===== src/rtl/sync_thin_pkg.sv =====
package sync_thin_pkg;

  // Lock state of the frame tracker
  typedef enum logic {
    TRK_IDLE   = 1'b0,
    TRK_LOCKED = 1'b1
  } trk_state_e;

endpackage


===== src/rtl/sync_edge_capture.sv =====
// Multi-stage synchroniser followed by a rising-edge detector.
module sync_edge_capture #(
  parameter int STAGES = 2
) (
  input  logic clk,
  input  logic rst_n,
  input  logic din,
  output logic rise_o
);

  logic [STAGES-1:0] sync_q;
  logic [STAGES-1:0] sync_d;
  logic              hist_q;
  logic              hist_d;

  generate
    if (STAGES == 1) begin : g_single
      always_comb sync_d = din;
    end else begin : g_chain
      always_comb sync_d = {sync_q[STAGES-2:0], din};
    end
  endgenerate

  always_comb hist_d = sync_q[STAGES-1];

  always_ff @(posedge clk or negedge rst_n) begin
    if (!rst_n) begin
      sync_q <= '0;
      hist_q <= 1'b0;
    end else begin
      sync_q <= sync_d;
      hist_q <= hist_d;
    end
  end

  assign rise_o = sync_q[STAGES-1] & ~hist_q;

  // a level is reported as one edge, never on back-to-back cycles
  assert_edge_single_R7: assert property (@(posedge clk) disable iff (!rst_n)
    rise_o |=> !rise_o);

endmodule


===== src/rtl/sync_rate_decode.sv =====
// Turns the rate code into a slot mask (period-1) and an edge-index mask
// (edges per frame - 1). Codes at or above CNT_W are undefined.
module sync_rate_decode #(
  parameter int CODE_W = 3,
  parameter int CNT_W  = 5
) (
  input  logic [CODE_W-1:0] code_i,
  output logic              valid_o,
  output logic [CNT_W-1:0]  slot_mask_o,
  output logic [CNT_W-1:0]  edge_mask_o
);

  localparam int               FRAME_LEN = 1 << CNT_W;
  localparam logic [CODE_W-1:0] MAX_CODE = CODE_W'(CNT_W - 1);

  always_comb begin
    valid_o = (code_i <= MAX_CODE);
    if (valid_o) begin
      slot_mask_o = {CNT_W{1'b1}} >> code_i;
      edge_mask_o = ~({CNT_W{1'b1}} << code_i);
    end else begin
      slot_mask_o = '0;
      edge_mask_o = '0;
    end
  end

  // period times edges per frame always equals the frame length
  always_comb begin
    if (valid_o) begin
      assert_mask_pair_R2: assert ((int'(slot_mask_o) + 1) * (int'(edge_mask_o) + 1) == FRAME_LEN);
    end
  end

endmodule


===== src/rtl/sync_frame_tracker.sv =====
// Locks onto the first edge, runs the 32-cycle frame, decides which edges
// are kept and flags misplaced ones.
module sync_frame_tracker
  import sync_thin_pkg::*;
#(
  parameter int CNT_W = 5
) (
  input  logic             clk,
  input  logic             rst_n,
  input  logic             rise_i,
  input  logic             rate_chg_i,
  input  logic             rate_ok_i,
  input  logic [CNT_W-1:0] slot_mask_i,
  input  logic [CNT_W-1:0] edge_mask_i,
  input  logic             mis_clr_i,
  output logic             pulse_o,
  output logic             mis_o
);

  trk_state_e       state_q, state_d;
  logic [CNT_W-1:0] cnt_q, cnt_d;
  logic [CNT_W-1:0] eidx_q, eidx_d;
  logic             pulse_q, pulse_d;
  logic             mis_q, mis_d;
  logic             cnt_en, eidx_en, mis_set;
  logic             cnt_zero, off_grid, kept;

  always_comb begin
    cnt_zero = (cnt_q == '0);
    off_grid = |(cnt_q & slot_mask_i);
    kept     = ((eidx_q & edge_mask_i) == '0);
  end

  always_comb begin
    state_d = state_q;
    cnt_d   = cnt_q;
    eidx_d  = eidx_q;
    pulse_d = 1'b0;
    cnt_en  = 1'b0;
    eidx_en = 1'b0;
    mis_set = 1'b0;
    case (state_q)
      TRK_IDLE: begin
        if (rise_i && rate_ok_i && !rate_chg_i) begin
          state_d = TRK_LOCKED;
          cnt_en  = 1'b1;
          cnt_d   = CNT_W'(1);
          eidx_en = 1'b1;
          eidx_d  = CNT_W'(1) & edge_mask_i;
          pulse_d = 1'b1;
        end
      end
      TRK_LOCKED: begin
        pulse_d = cnt_zero;
        cnt_en  = 1'b1;
        if (rate_chg_i) begin
          state_d = TRK_IDLE;
          cnt_d   = '0;
          eidx_en = 1'b1;
          eidx_d  = '0;
        end else begin
          cnt_d = cnt_q + 1'b1;
          if (rise_i) begin
            eidx_en = 1'b1;
            eidx_d  = (eidx_q + 1'b1) & edge_mask_i;
            mis_set = off_grid | (kept ^ cnt_zero);
          end
        end
      end
      default: state_d = TRK_IDLE;
    endcase
    if (mis_set)        mis_d = 1'b1;
    else if (mis_clr_i) mis_d = 1'b0;
    else                mis_d = mis_q;
  end

  always_ff @(posedge clk or negedge rst_n) begin
    if (!rst_n) begin
      state_q <= TRK_IDLE;
      cnt_q   <= '0;
      eidx_q  <= '0;
      pulse_q <= 1'b0;
      mis_q   <= 1'b0;
    end else begin
      state_q <= state_d;
      pulse_q <= pulse_d;
      mis_q   <= mis_d;
      if (cnt_en)  cnt_q  <= cnt_d;
      if (eidx_en) eidx_q <= eidx_d;
    end
  end

  assign pulse_o = pulse_q;
  assign mis_o   = mis_q;

  // the output pulse is one cycle wide
  assert_pulse_single_R5: assert property (@(posedge clk) disable iff (!rst_n)
    pulse_q |=> !pulse_q);

  // a pulse out of the idle state comes from an input edge
  assert_first_pulse_R4: assert property (@(posedge clk) disable iff (!rst_n)
    (pulse_q && $past(state_q) == TRK_IDLE) |-> $past(rise_i));

  // no pulse follows a cycle with an undefined rate code
  assert_invalid_quiet_R3: assert property (@(posedge clk) disable iff (!rst_n)
    !rate_ok_i |=> !pulse_q);

  // the misalignment flag holds until cleared
  assert_sticky_R9: assert property (@(posedge clk) disable iff (!rst_n)
    (mis_q && !mis_clr_i) |=> mis_q);

  // a clear with no competing edge empties the flag
  assert_clear_R10: assert property (@(posedge clk) disable iff (!rst_n)
    (mis_clr_i && !rise_i) |=> !mis_q);

endmodule


===== src/rtl/sync_rate_thinner.sv =====
// Top: reset release synchroniser, rate code register, capture, decode
// and frame tracking. FRAME_LEN must be a power of two.
module sync_rate_thinner #(
  parameter int RATE_W      = 3,
  parameter int FRAME_LEN   = 32,
  parameter int SYNC_STAGES = 2
) (
  input  logic              clk,
  input  logic              rst_n,
  input  logic              sync_in,
  input  logic [RATE_W-1:0] rate_code,
  input  logic              misalign_clr,
  output logic              sync_out,
  output logic              rate_err,
  output logic              misalign
);

  localparam int CNT_W = $clog2(FRAME_LEN);

  logic [1:0]        rst_pipe_q;
  logic              rst_n_int;
  logic [RATE_W-1:0] rate_q;
  logic              rate_chg;
  logic              rate_ok;
  logic [CNT_W-1:0]  slot_mask;
  logic [CNT_W-1:0]  edge_mask;
  logic              rise;

  // Asynchronous assertion, synchronous release
  always_ff @(posedge clk or negedge rst_n) begin
    if (!rst_n) rst_pipe_q <= 2'b00;
    else        rst_pipe_q <= {rst_pipe_q[0], 1'b1};
  end
  assign rst_n_int = rst_pipe_q[1];

  always_comb rate_chg = (rate_code != rate_q);

  always_ff @(posedge clk or negedge rst_n_int) begin
    if (!rst_n_int)    rate_q <= '0;
    else if (rate_chg) rate_q <= rate_code;
  end

  sync_edge_capture #(.STAGES(SYNC_STAGES)) u_capture (
    .clk    (clk),
    .rst_n  (rst_n_int),
    .din    (sync_in),
    .rise_o (rise)
  );

  sync_rate_decode #(.CODE_W(RATE_W), .CNT_W(CNT_W)) u_decode (
    .code_i      (rate_q),
    .valid_o     (rate_ok),
    .slot_mask_o (slot_mask),
    .edge_mask_o (edge_mask)
  );

  sync_frame_tracker #(.CNT_W(CNT_W)) u_tracker (
    .clk         (clk),
    .rst_n       (rst_n_int),
    .rise_i      (rise),
    .rate_chg_i  (rate_chg),
    .rate_ok_i   (rate_ok),
    .slot_mask_i (slot_mask),
    .edge_mask_i (edge_mask),
    .mis_clr_i   (misalign_clr),
    .pulse_o     (sync_out),
    .mis_o       (misalign)
  );

  assign rate_err = ~rate_ok;

endmodule


===== config.mk =====
export PLATFORM = sky130hd
export DESIGN_NAME = sync_rate_thinner
export DESIGN_NICKNAME = d
export VERILOG_FILES = /design/src/rtl/sync_thin_pkg.sv /design/src/rtl/sync_edge_capture.sv /design/src/rtl/sync_rate_decode.sv /design/src/rtl/sync_frame_tracker.sv /design/src/rtl/sync_rate_thinner.sv
export SDC_FILE = /design/constraint.sdc
export NUM_CORES = 1
export LEC_CHECK = 0
export ABC_AREA = 1
export BUFFER_PORTS_ARGS = -buffer_cell sky130_fd_sc_hd__buf_2
export CELL_PAD_IN_SITES_DETAIL_PLACEMENT = 1
export CELL_PAD_IN_SITES_GLOBAL_PLACEMENT = 2
export CORE_ASPECT_RATIO = 0.7
export CORE_MARGIN = 2
export CORE_UTILIZATION = 31
export CTS_CLUSTER_SIZE = 8
export DETAILED_ROUTE_END_ITERATION = 8
export GPL_TIMING_DRIVEN = 0
export PLACE_DENSITY = 0.71
export RECOVER_POWER = 25
export SYNTH_ARGS = -nofsm -noshare
export SYNTH_HDL_FRONTEND = slang
export SYNTH_SLANG_ARGS = --single-unit

===== constraint.sdc =====
create_clock -name clk -period 0.9 [get_ports clk]
set_input_delay 0.09 -clock clk [delete_from_list [all_inputs] [get_ports clk]]
set_output_delay 0.09 -clock clk [all_outputs]
set_load 0.02 [all_outputs]

# Word-level counts from Yosys, hierarchy flattened
# Cells that the tools add are included.
[op_classes]
add_sub_neg = 2
magnitude_cmp = 1
n_eq_ne = 3
shift = 2
mux = 22
n_bitwise = 10
reduce_logical = 9
[op_table]
columns = ["cell", "count"]
rows = [
  ["5-bit two-way mux", 7],
  ["5-bit case mux with 2 select lines", 2],
  ["5-bit bitwise AND", 3],
  ["5-bit by 1-bit adder with 5-bit output (second input constant)", 2],
  ["5-bit zero test", 2],
  ["1-bit two-way mux", 9],
  ["1-bit case mux with 2 select lines", 4],
  ["5-bit inverter", 1],
  ["5-bit OR reduction", 1],
  ["5-bit by 3-bit << shifter with 5-bit output (first input constant)", 1],
  ["5-bit by 3-bit >> shifter with 5-bit output (first input constant)", 1],
  ["3-bit <= comparator (second input constant)", 1],
  ["3-bit by 1-bit inequality test with 1-bit output (second input constant)", 1],
  ["3-bit inequality test", 1],
  ["1-bit inverter", 3],
  ["3-bit AND reduction", 1],
  ["1-bit logical AND", 2],
  ["2-bit by 1-bit inequality test with 1-bit output (second input constant)", 1],
  ["2-bit AND reduction", 1],
  ["2-bit nonzero test", 1],
  ["1-bit bitwise AND", 1],
  ["1-bit zero test", 1],
  ["1-bit OR", 1],
  ["1-bit bitwise XOR", 1],
]
[word_totals]
regBits = 21
in_bits = 7
output_inout_bits = 3
elab_cells = 58

# Longest topological paths before layout
# Gate-level depths: netlist (run 1).
[logic_depth]
word_depth = 11
depth_mapped = 10
ltp_nobuf = 10

# By module
# From an unflattened synthesis (run 1), not the netlist that was laid out.
[unflattened]
hier_cells = 155
hier_area_um2 = 1191.1
[by_module_without_submodules]
columns = ["module", "instances", "cells_each", "area_each_um2", "seq_area_each_um2"]
rows = [
  ["sync_frame_tracker", 1, 108, 795.8, 325.3],
  ["sync_rate_thinner", 1, 22, 195.2, 125.1],
  ["sync_rate_decode", 1, 20, 115.1, 0.0],
  ["sync_edge_capture", 1, 5, 85.1, 75.1],
]

# Least setup slack after synthesis (run 1)
# OpenSTA, ideal clock, no wires.
[synth_timing]
path_kind = "register to register"
start = "reg rate_q[0]"
end = "reg u_tracker.eidx_q[3]"
setup_time_ns = 0.121
arrival_ns = 1.403
t_required_ns = 0.779
slack_ns = -0.624
stages_incl_launch_ff = 8
path_buffers = 0
period_less_slack_ns = 1.524
cell_sequence = "dfrtp_1 > nor2_1 > inv_1 > ha_1 > nor2_2 > nand4_2 > nand2_2 > o21ai_1"
[synth_via]
elab_chain_len = 7
word_cells_on_any_way = 18
classes_between = "order compare: 1; eq/ne: 3; shift: 1; mux: 7; bitwise: 2; reduce/logical: 4"
[synth_lines]
columns = ["item", "line_no", "rtl"]
rows = [
  ["start: declaration", "sync_rate_thinner.sv:22", "logic [RATE_W-1:0] rate_q;"],
  ["start signal: assignment", "sync_rate_thinner.sv:40", "else if (rate_chg) rate_q <= rate_code;"],
  ["5-bit by 3-bit << shifter with 5-bit output", "sync_rate_decode.sv:20", "edge_mask_o = ~({CNT_W{1'b1}} << code_i);"],
  ["5-bit inverter", "sync_rate_decode.sv:20", ""],
  ["5-bit two-way mux", "sync_rate_decode.sv:18", "if (valid_o) begin"],
  ["5-bit bitwise AND", "sync_frame_tracker.sv:65", "eidx_d = (eidx_q + 1'b1) & edge_mask_i;"],
  ["5-bit two-way mux", "sync_frame_tracker.sv:63", "if (rise_i) begin"],
  ["5-bit two-way mux", "sync_frame_tracker.sv:56", "if (rate_chg_i) begin"],
  ["5-bit case mux with 2 select lines", "sync_frame_tracker.sv:42", "case (state_q)"],
  ["end signal: assignment", "sync_frame_tracker.sv:89", "if (eidx_en) eidx_q <= eidx_d;"],
  ["end: declaration", "sync_frame_tracker.sv:22", "logic [CNT_W-1:0] eidx_q, eidx_d;"],
]
# Several ways; a longest one is shown, not always the timed one. The select of a mux whose other input is x is not followed.
# A chain may end at the register's enable or synchronous reset.

# Worst setup path after layout (run 1)
[layout_timing]
start = "reg rate_q[0]"
end = "reg u_tracker.eidx_q[1]"
# The elaborated chain is that of the path after synthesis.

==> qor.yml, run 1 <==
timing:
  setup_slack_ps: -573
  setup_viol: 13
  hold_viol: 0
  fin_crit_sh_pct: 164
  fmax_ghz: 0.679
  maxSlewViolCount: 0
  whs_ps: 35.6
  post-route-min-period_ps: 1470
  rsz0062_at_grt: "yes"
  tns_ps: -6900
  skew_ps: 2.85
critical_path:
  cp.required_ps: 1100
  reg2reg_from: "rate_q[0]$_DFFE_PN0N_"
  end_kind: "flip-flop"
  arrival_ps: 1670
  crit_fanout: 6
  start_kind: "flip-flop"
  crit_path_start: "rate_q[0]$_DFFE_PN0N_"
  critPathKind: "flip-flop to flip-flop"
clocking:
  clk_latency_ps: 260
  cts_buffers: 3
  clockBufferDepth: 2
  cts_tree: "built"
  ctsHtreeMaxLevel: 1
  clk_pin_slew_ps: 80
  cts_root_buffer: "clkbuf_8"
  cts_sinks: 20
die:
  die-area_mm2: 0.00403
  die_y_um: 53.7
  io_pins: 10
  initial_utilization_pct: 31.7
  rows: 18
  fp.dieW_um: 75.0
  core_area_mm2: 0.00345
logic_synthesis:
  synth_most_common_cell: "nand2_1"
  seq_area_frac_synth_pct: 45.8
  synth_seq_cells: 20
  synth_top_area_cell: "dfrtp_1"
  synth_common_cells: "24 x nand2_1, 20 x dfrtp_1, 17 x inv_1"
  synth_top_area_share_pct: 45.8
  synth.avg_cell_area_um2: 8.54
  synth_cells: 128
  synth_area_mm2: 0.00109
  async_flop_share_pct: 100
  ys_top_cells_by_area: "dfrtp_1 46%, nand2_1 8.2%, ha_1 6.9%"
  yosys_most_used_dff: "dfrtp_1"
  synth_edf_count: 0
  netlist-cell-type-count: 25
  syn_nets: 141
  yosys_warnings: 0
detailed_routing:
  routed_via_density: 4.56
  postRouteWirelength_mm: 2.82
  route.detailed.drc: 0
  dr.pass1.iters: 4
  vias: 934
  ant_nets: 0
  drtIter0Drc: 44
  routedWlPerCell_um: 13.8
outcome:
  violations: "setup timing"
  outcome: "finished with violations"
layout:
  final_core_util_pct: 45.6
  drive_gt1_share_pct: 36.8
  area_delta_synth_final_pct: 43.7
  nFillCells: 410
  nets: 169
  diodes: 0
  final_cells: 205
global_route:
  grt_pass1_vias: 931
  grt_max_degree: 19
  gr-usage-all-layers_pct: 15.9
  antenna_found_initial: 0
  grt_pass1_wl_mm: 4.57
  grt.overflow.total: 0
placement:
  place_congestion: 0.772
  placedCellCount: 187
  dp_hpwl_mm: 2.08
  io_buffers: 9
  dp_slack_ps: -655
min_path:
  min_from: "rate_code[1]"
  worstHoldPathType: "input port to flip-flop"
power_and_ir_drop:
  ir_worst_vdd_mv: 0.856
  powerDensity_mw_per_mm2: 1640
  power.leakage_nw: 0.710
flow_run:
  maxCapViolations: 0
-- per-layer routing --
layer | wire, µm | vias to the layer above | GRT usage [%]
met1 | 1410 | 452 | 22.3
li1 | - | 465 | -
met4 | 10 | 0 | 2.68
met5 | 0 | - | 0
met3 | 91 | 2 | 4.49
met2 | 1310 | 15 | 24.9
-- cell usage in the layout (no fill, tap or decap), drive strengths merged --
| master | n |
|---|---|
| a21oi | 3 |
| and3 | 1 |
| buf | 17 |
| bufinv | 1 |
| clkbuf | 10 |
| conb | 1 |
| dfrtp | 20 |
| dlygate4sd3 | 2 |
| ha | 6 |
| inv | 19 |
| nand2 | 27 |
| nand3 | 15 |
| nand4 | 5 |
| nor2 | 9 |
| nor3b | 1 |
| o211ai | 1 |
| o21ai | 9 |
| o22ai | 1 |
| or2 | 1 |
| xnor2 | 1 |
| xor2 | 5 |
-- cells by family after synthesis --
family	share of synthesized area, %
compound gates	6.75
xor+xnor	5.49
fa+ha+maj	6.86
buf+inv	7.55
flops	45.8
other cells	0.343
simple gates	27.2
-- registers in the layout (all words and copies together), names as in the netlist --
signal	cells
u_tracker.pulse_o	1
u_capture.hist_q	1
u_tracker.eidx_q	4
rate_q	3
u_capture.sync_q	2
u_tracker.cnt_q	5
u_tracker.mis_o	1
u_tracker.state_q	1
rst_pipe_q	2
-- power by group --
part           internal [W]  leakage, nW  switching [W]  total (W)
combinational      0.000262        0.422       0.000325   0.000587
sequential         0.000978        0.252       0.000116    0.00109
clock              0.000593       0.0357       0.000307   0.000901
total               0.00183        0.710       0.000747    0.00258
-- timing repair --
| item | CTS | global route |
|---|---|---|
| pin swaps | 7 | 6 |
| setup buffers | 9 | 3 |
| gates resized for setup | 13 | 22 |
| hold buffers | 2 | 0 |
| endpoints found under the setup margin | 13 | 33 |
| hold endpoints to repair | 3 | 0 |
-- layout make-up --
| type | count | area, µm² | share of cell area (%) |
|---|---|---|---|
| plain buffers | 3 | 11.3 | 0.717 |
| clock inverters | 1 | 30.0 | 1.91 |
| clock buffers | 3 | 41.3 | 2.63 |
| inverters | 19 | 71.3 | 4.54 |
| multi-input cells | 86 | 669 | 42.6 |
| repair buffers | 23 | 180 | 11.5 |
| flip-flops and latches | 20 | 505 | 32.2 |
| well taps | 50 | 62.6 | 3.98 |
-- worst max-delay path, cell delays in order (launching register included) --
cell     delay [ps]
dfrtp_2         440
nor2_4          180
inv_2            60
ha_4            180
nor2_4          140
nand3_4         140
nand2_8         130
nand4_1          80
nand2_1          70
-- path summary, 6_finish.rpt --
kind,end,slack [ps],depth (start not counted)
hold reg to reg,u_tracker.cnt_q[1]$_DFFE_PN0P_,200,0
min in group asynchronous,rst_pipe_q[0]$_DFF_PN0_,140,2
max in group asynchronous,rate_q[0]$_DFFE_PN0N_,380,0
hold / removal,rate_q[1]$_DFFE_PN0N_,40,2
setup / recovery,u_tracker.eidx_q[1]$_DFFE_PN0P_,-570,8
setup reg to reg,u_tracker.eidx_q[1]$_DFFE_PN0P_,-570,8
-- through the flow --
stage	instance area (µm²)	power (W)
3_3_place_gp	1250	0.00154
2_1_floorplan	1140	0.00142
5_1_grt	1570	0.00277
3_5_place_dp	1250	0.00156
4_1_cts	1470	0.00253
6_report	1570	0.00258
Note: power is estimated with default switching activity, not from simulation.
==> run 2, diff against run 1 <==
--- a/config.mk
+++ b/config.mk
@@ -11,11 +11,12 @@
 export CELL_PAD_IN_SITES_GLOBAL_PLACEMENT = 2
 export CORE_ASPECT_RATIO = 0.7
 export CORE_MARGIN = 2
-export CORE_UTILIZATION = 31
+export CORE_UTILIZATION = 33
+export CTS_BUF_LIST = sky130_fd_sc_hd__clkbuf_4 sky130_fd_sc_hd__clkbuf_8
 export CTS_CLUSTER_SIZE = 8
 export DETAILED_ROUTE_END_ITERATION = 8
 export GPL_TIMING_DRIVEN = 0
-export PLACE_DENSITY = 0.71
+export PLACE_DENSITY = 0.75
 export RECOVER_POWER = 25
 export SYNTH_ARGS = -nofsm -noshare
 export SYNTH_HDL_FRONTEND = slang
==> run 2 against run 1 <==
Net effect: the run still ends with setup timing left; combinational power increased by 2%; global-route usage rose by 1.6 points; die area shrank 5.7%; non-clock buffer count shrank 5; first-iteration DRC count up 32%; sequential power is essentially flat; core utilization is 2.5 points higher; routed wire length up 1.6%; critical path type is now flip-flop to output port; largest power group unchanged.
==> qor.yml, run 2 (same netlist as run 1, synthesis figures left out) <==
timing:
  whs_ps: 18.4  # -17.2 ps
  fmax_ghz: 0.680  # +0.18%
  skew_ps: 6.39  # +3.54 ps
  fin_crit_sh_pct: 163  # -0.29 points
  setup_viol: 13  # unchanged
  hold_viol: 0  # unchanged
  post-route-min-period_ps: 1470  # -2.58 ps
  tns_ps: -6850  # +52.2 ps
  setup_slack_ps: -571  # +2.58 ps
  maxSlewViolCount: 0  # unchanged
  rsz0062_at_grt: "yes"
critical_path:
  critical_path.n_buffers_inverters: 3  # +2
  reg2reg_from: "rate_q[0]$_DFFE_PN0N_"
  crit_fanout: 3  # -3
  path_cells: "nor2_4, inv_2, ha_4, buf_4, buf_6"
  critPathMaxStageDelay_ps: 440  # about the same
  end_kind: "output port"
  ff2ff_path_depth: 8  # unchanged
  crit_slowest_cell: "dfrtp_2"
  crit_family: "flip-flops"
  regToRegSetupSlack_ps: -570  # about the same
  cp.required_ps: 810  # -290 ps
  start_kind: "flip-flop"
  critPathKind: "flip-flop to output port"
  arrival_ps: 1380  # -290 ps
  worstReg2RegEnd: "u_tracker.eidx_q[3]$_DFFE_PN0P_"
power_and_ir_drop:
  powerDensity_mw_per_mm2: 1730  # +5.5%
  power.leakage_nw: 0.689  # -2.9%
  ir_worst_vdd_mv: 0.869  # +1.5%
layout:
  top_regs: "u_tracker.cnt_q x5, u_tracker.eidx_q x4, rate_q x3"
  final_cell_mix: "17 x nand2_1, 16 x dfrtp_1, 15 x inv_1"
  diodes: 0  # unchanged
  drive_gt1_share_pct: 37.3  # +0.56 points
  multiInputGateArea_um2: 667  # -0.37%
  final_area_mm2: 0.00152  # -3.6%
  area_delta_synth_final_pct: 38.6
  largest_register_ffs: 5  # unchanged
  largest_register: "u_tracker.cnt_q"
  nets: 164  # -3.0%
  nFillCells: 363  # -11%
  final_cells: 188  # -8.3%
  seq_area_um2: 505  # unchanged
  final_common_cell: "nand2_1"
die:
  fp.dieW_um: 72.8  # -2.9%
  core_area_mm2: 0.00315  # -8.6%
  die_y_um: 52.2  # -2.8%
  initial_utilization_pct: 34.7  # +3.0 points
  io_pins: 10  # unchanged
  rows: 17  # -1
  die-area_mm2: 0.00380  # -5.7%
min_path:
  min_to: "rate_q[0]$_DFFE_PN0N_"
  worstHoldPathType: "input port to flip-flop"
  min_from: "rate_code[0]"
  hold_depth: 2  # unchanged
detailed_routing:
  routedWlPerCell_um: 15.2  # +11%
  dr.pass1.iters: 4  # unchanged
  vias: 914  # -2.1%
  ant_nets: 0  # unchanged
  drtIter0Drc: 58  # +32%
  routed_via_density: 4.86  # +6.7%
  route.detailed.drc: 0  # unchanged
  postRouteWirelength_mm: 2.86  # +1.6%
global_route:
  grt_max_degree: 19  # unchanged
  grt.overflow.total: 0  # unchanged
  grt_pass1_wl_mm: 4.85  # +6.2%
  antenna_found_initial: 0  # unchanged
  gr-usage-all-layers_pct: 17.5  # +1.6 points
  grt_pass1_vias: 986  # +5.9%
clocking:
  cts_buffers: 3  # unchanged
  clockBufferDepth: 2  # unchanged
  clk_latency_ps: 270  # about the same
  cts_tree: "built"
  ctsHtreeMaxLevel: 1  # unchanged
  clk_pin_slew_ps: 80  # about the same
  cts_root_buffer: "clkbuf_8"
  cts_sinks: 20  # unchanged
outcome:
  outcome: "finished with violations"
  violations: "setup timing"
placement:
  dp_hpwl_mm: 1.98  # -4.9%
  dp_slack_ps: -649  # +6.44 ps
  place_congestion: 0.837  # +8.4%
  placedCellCount: 175  # -6.4%
  place_area_mm2: 0.00124  # -1.2%
  io_buffers: 9  # unchanged
flow_run:
  maxCapViolations: 0  # unchanged
run 2: layout make-up:
class,count,area share (%)
clock buffers,3,2.73
plain buffers,3,0.743
well taps,38,3.14
multi-input cells,86,44.0
repair buffers,18,9.33
clock inverters,1,1.98
inverters,19,4.71
flip-flops and latches,20,33.4
run 2: power by group:
group	switching [W]	internal [W]
clock	0.000335	0.000596
sequential	0.000116	0.000978
combinational	0.000337	0.000263
total	0.000788	0.00184
run 2: routing by layer:
layer  vias up  global-route usage [%]  share of wire (%)
met1       446                    24.1                 48
met5         -                       0                  0
met4         0                    3.70                1.0
met3         3                    4.65                3.2
met2        14                    27.6                 47
li1        451                       -                  -
run 2: worst max path at each step:
stage,startpoint,end,cells past startpoint,slack [ps]
after floorplan,rate_q[0]$_DFFE_PN0N_,u_tracker.eidx_q[3]$_DFFE_PN0P_,8,-470
after global placement,rate_q[0]$_DFFE_PN0N_,u_tracker.eidx_q[3]$_DFFE_PN0P_,8,-620
after detailed placement,rate_q[0]$_DFFE_PN0N_,u_tracker.eidx_q[3]$_DFFE_PN0P_,8,-650
after CTS,rate_q[1]$_DFFE_PN0N_,u_tracker.mis_o$_DFFE_PN0P_,10,-590
after global routing,rate_q[2]$_DFFE_PN0N_,u_tracker.mis_o$_DFFE_PN0P_,9,-680
final,rate_q[0]$_DFFE_PN0N_,rate_err,5,-570
run 2: per-stage QoR:
step                      utilization (%)  total power (W)
after floorplan                         -          0.00142
after CTS                            45.9          0.00257
after detailed placement             39.3          0.00156
after global placement               39.3          0.00154
after global routing                 48.1          0.00277
final                                48.1          0.00262
run 2: repair_timing:
item	in CTS	in global routing
endpoints found under the hold margin	3	0
gates resized for setup	13	21
pin swaps	11	5
buffers inserted	6	1
gates cloned	0	0
hold buffers	2	0
setup endpoints to repair	13	33
run 2: worst reg2reg max path, delay by kind of cell (launching register included):
family,cells,cell delay (ps)
compound gates,1,60
fa+ha+maj,1,170
buf+inv,1,60
flops,1,440
simple gates,5,660
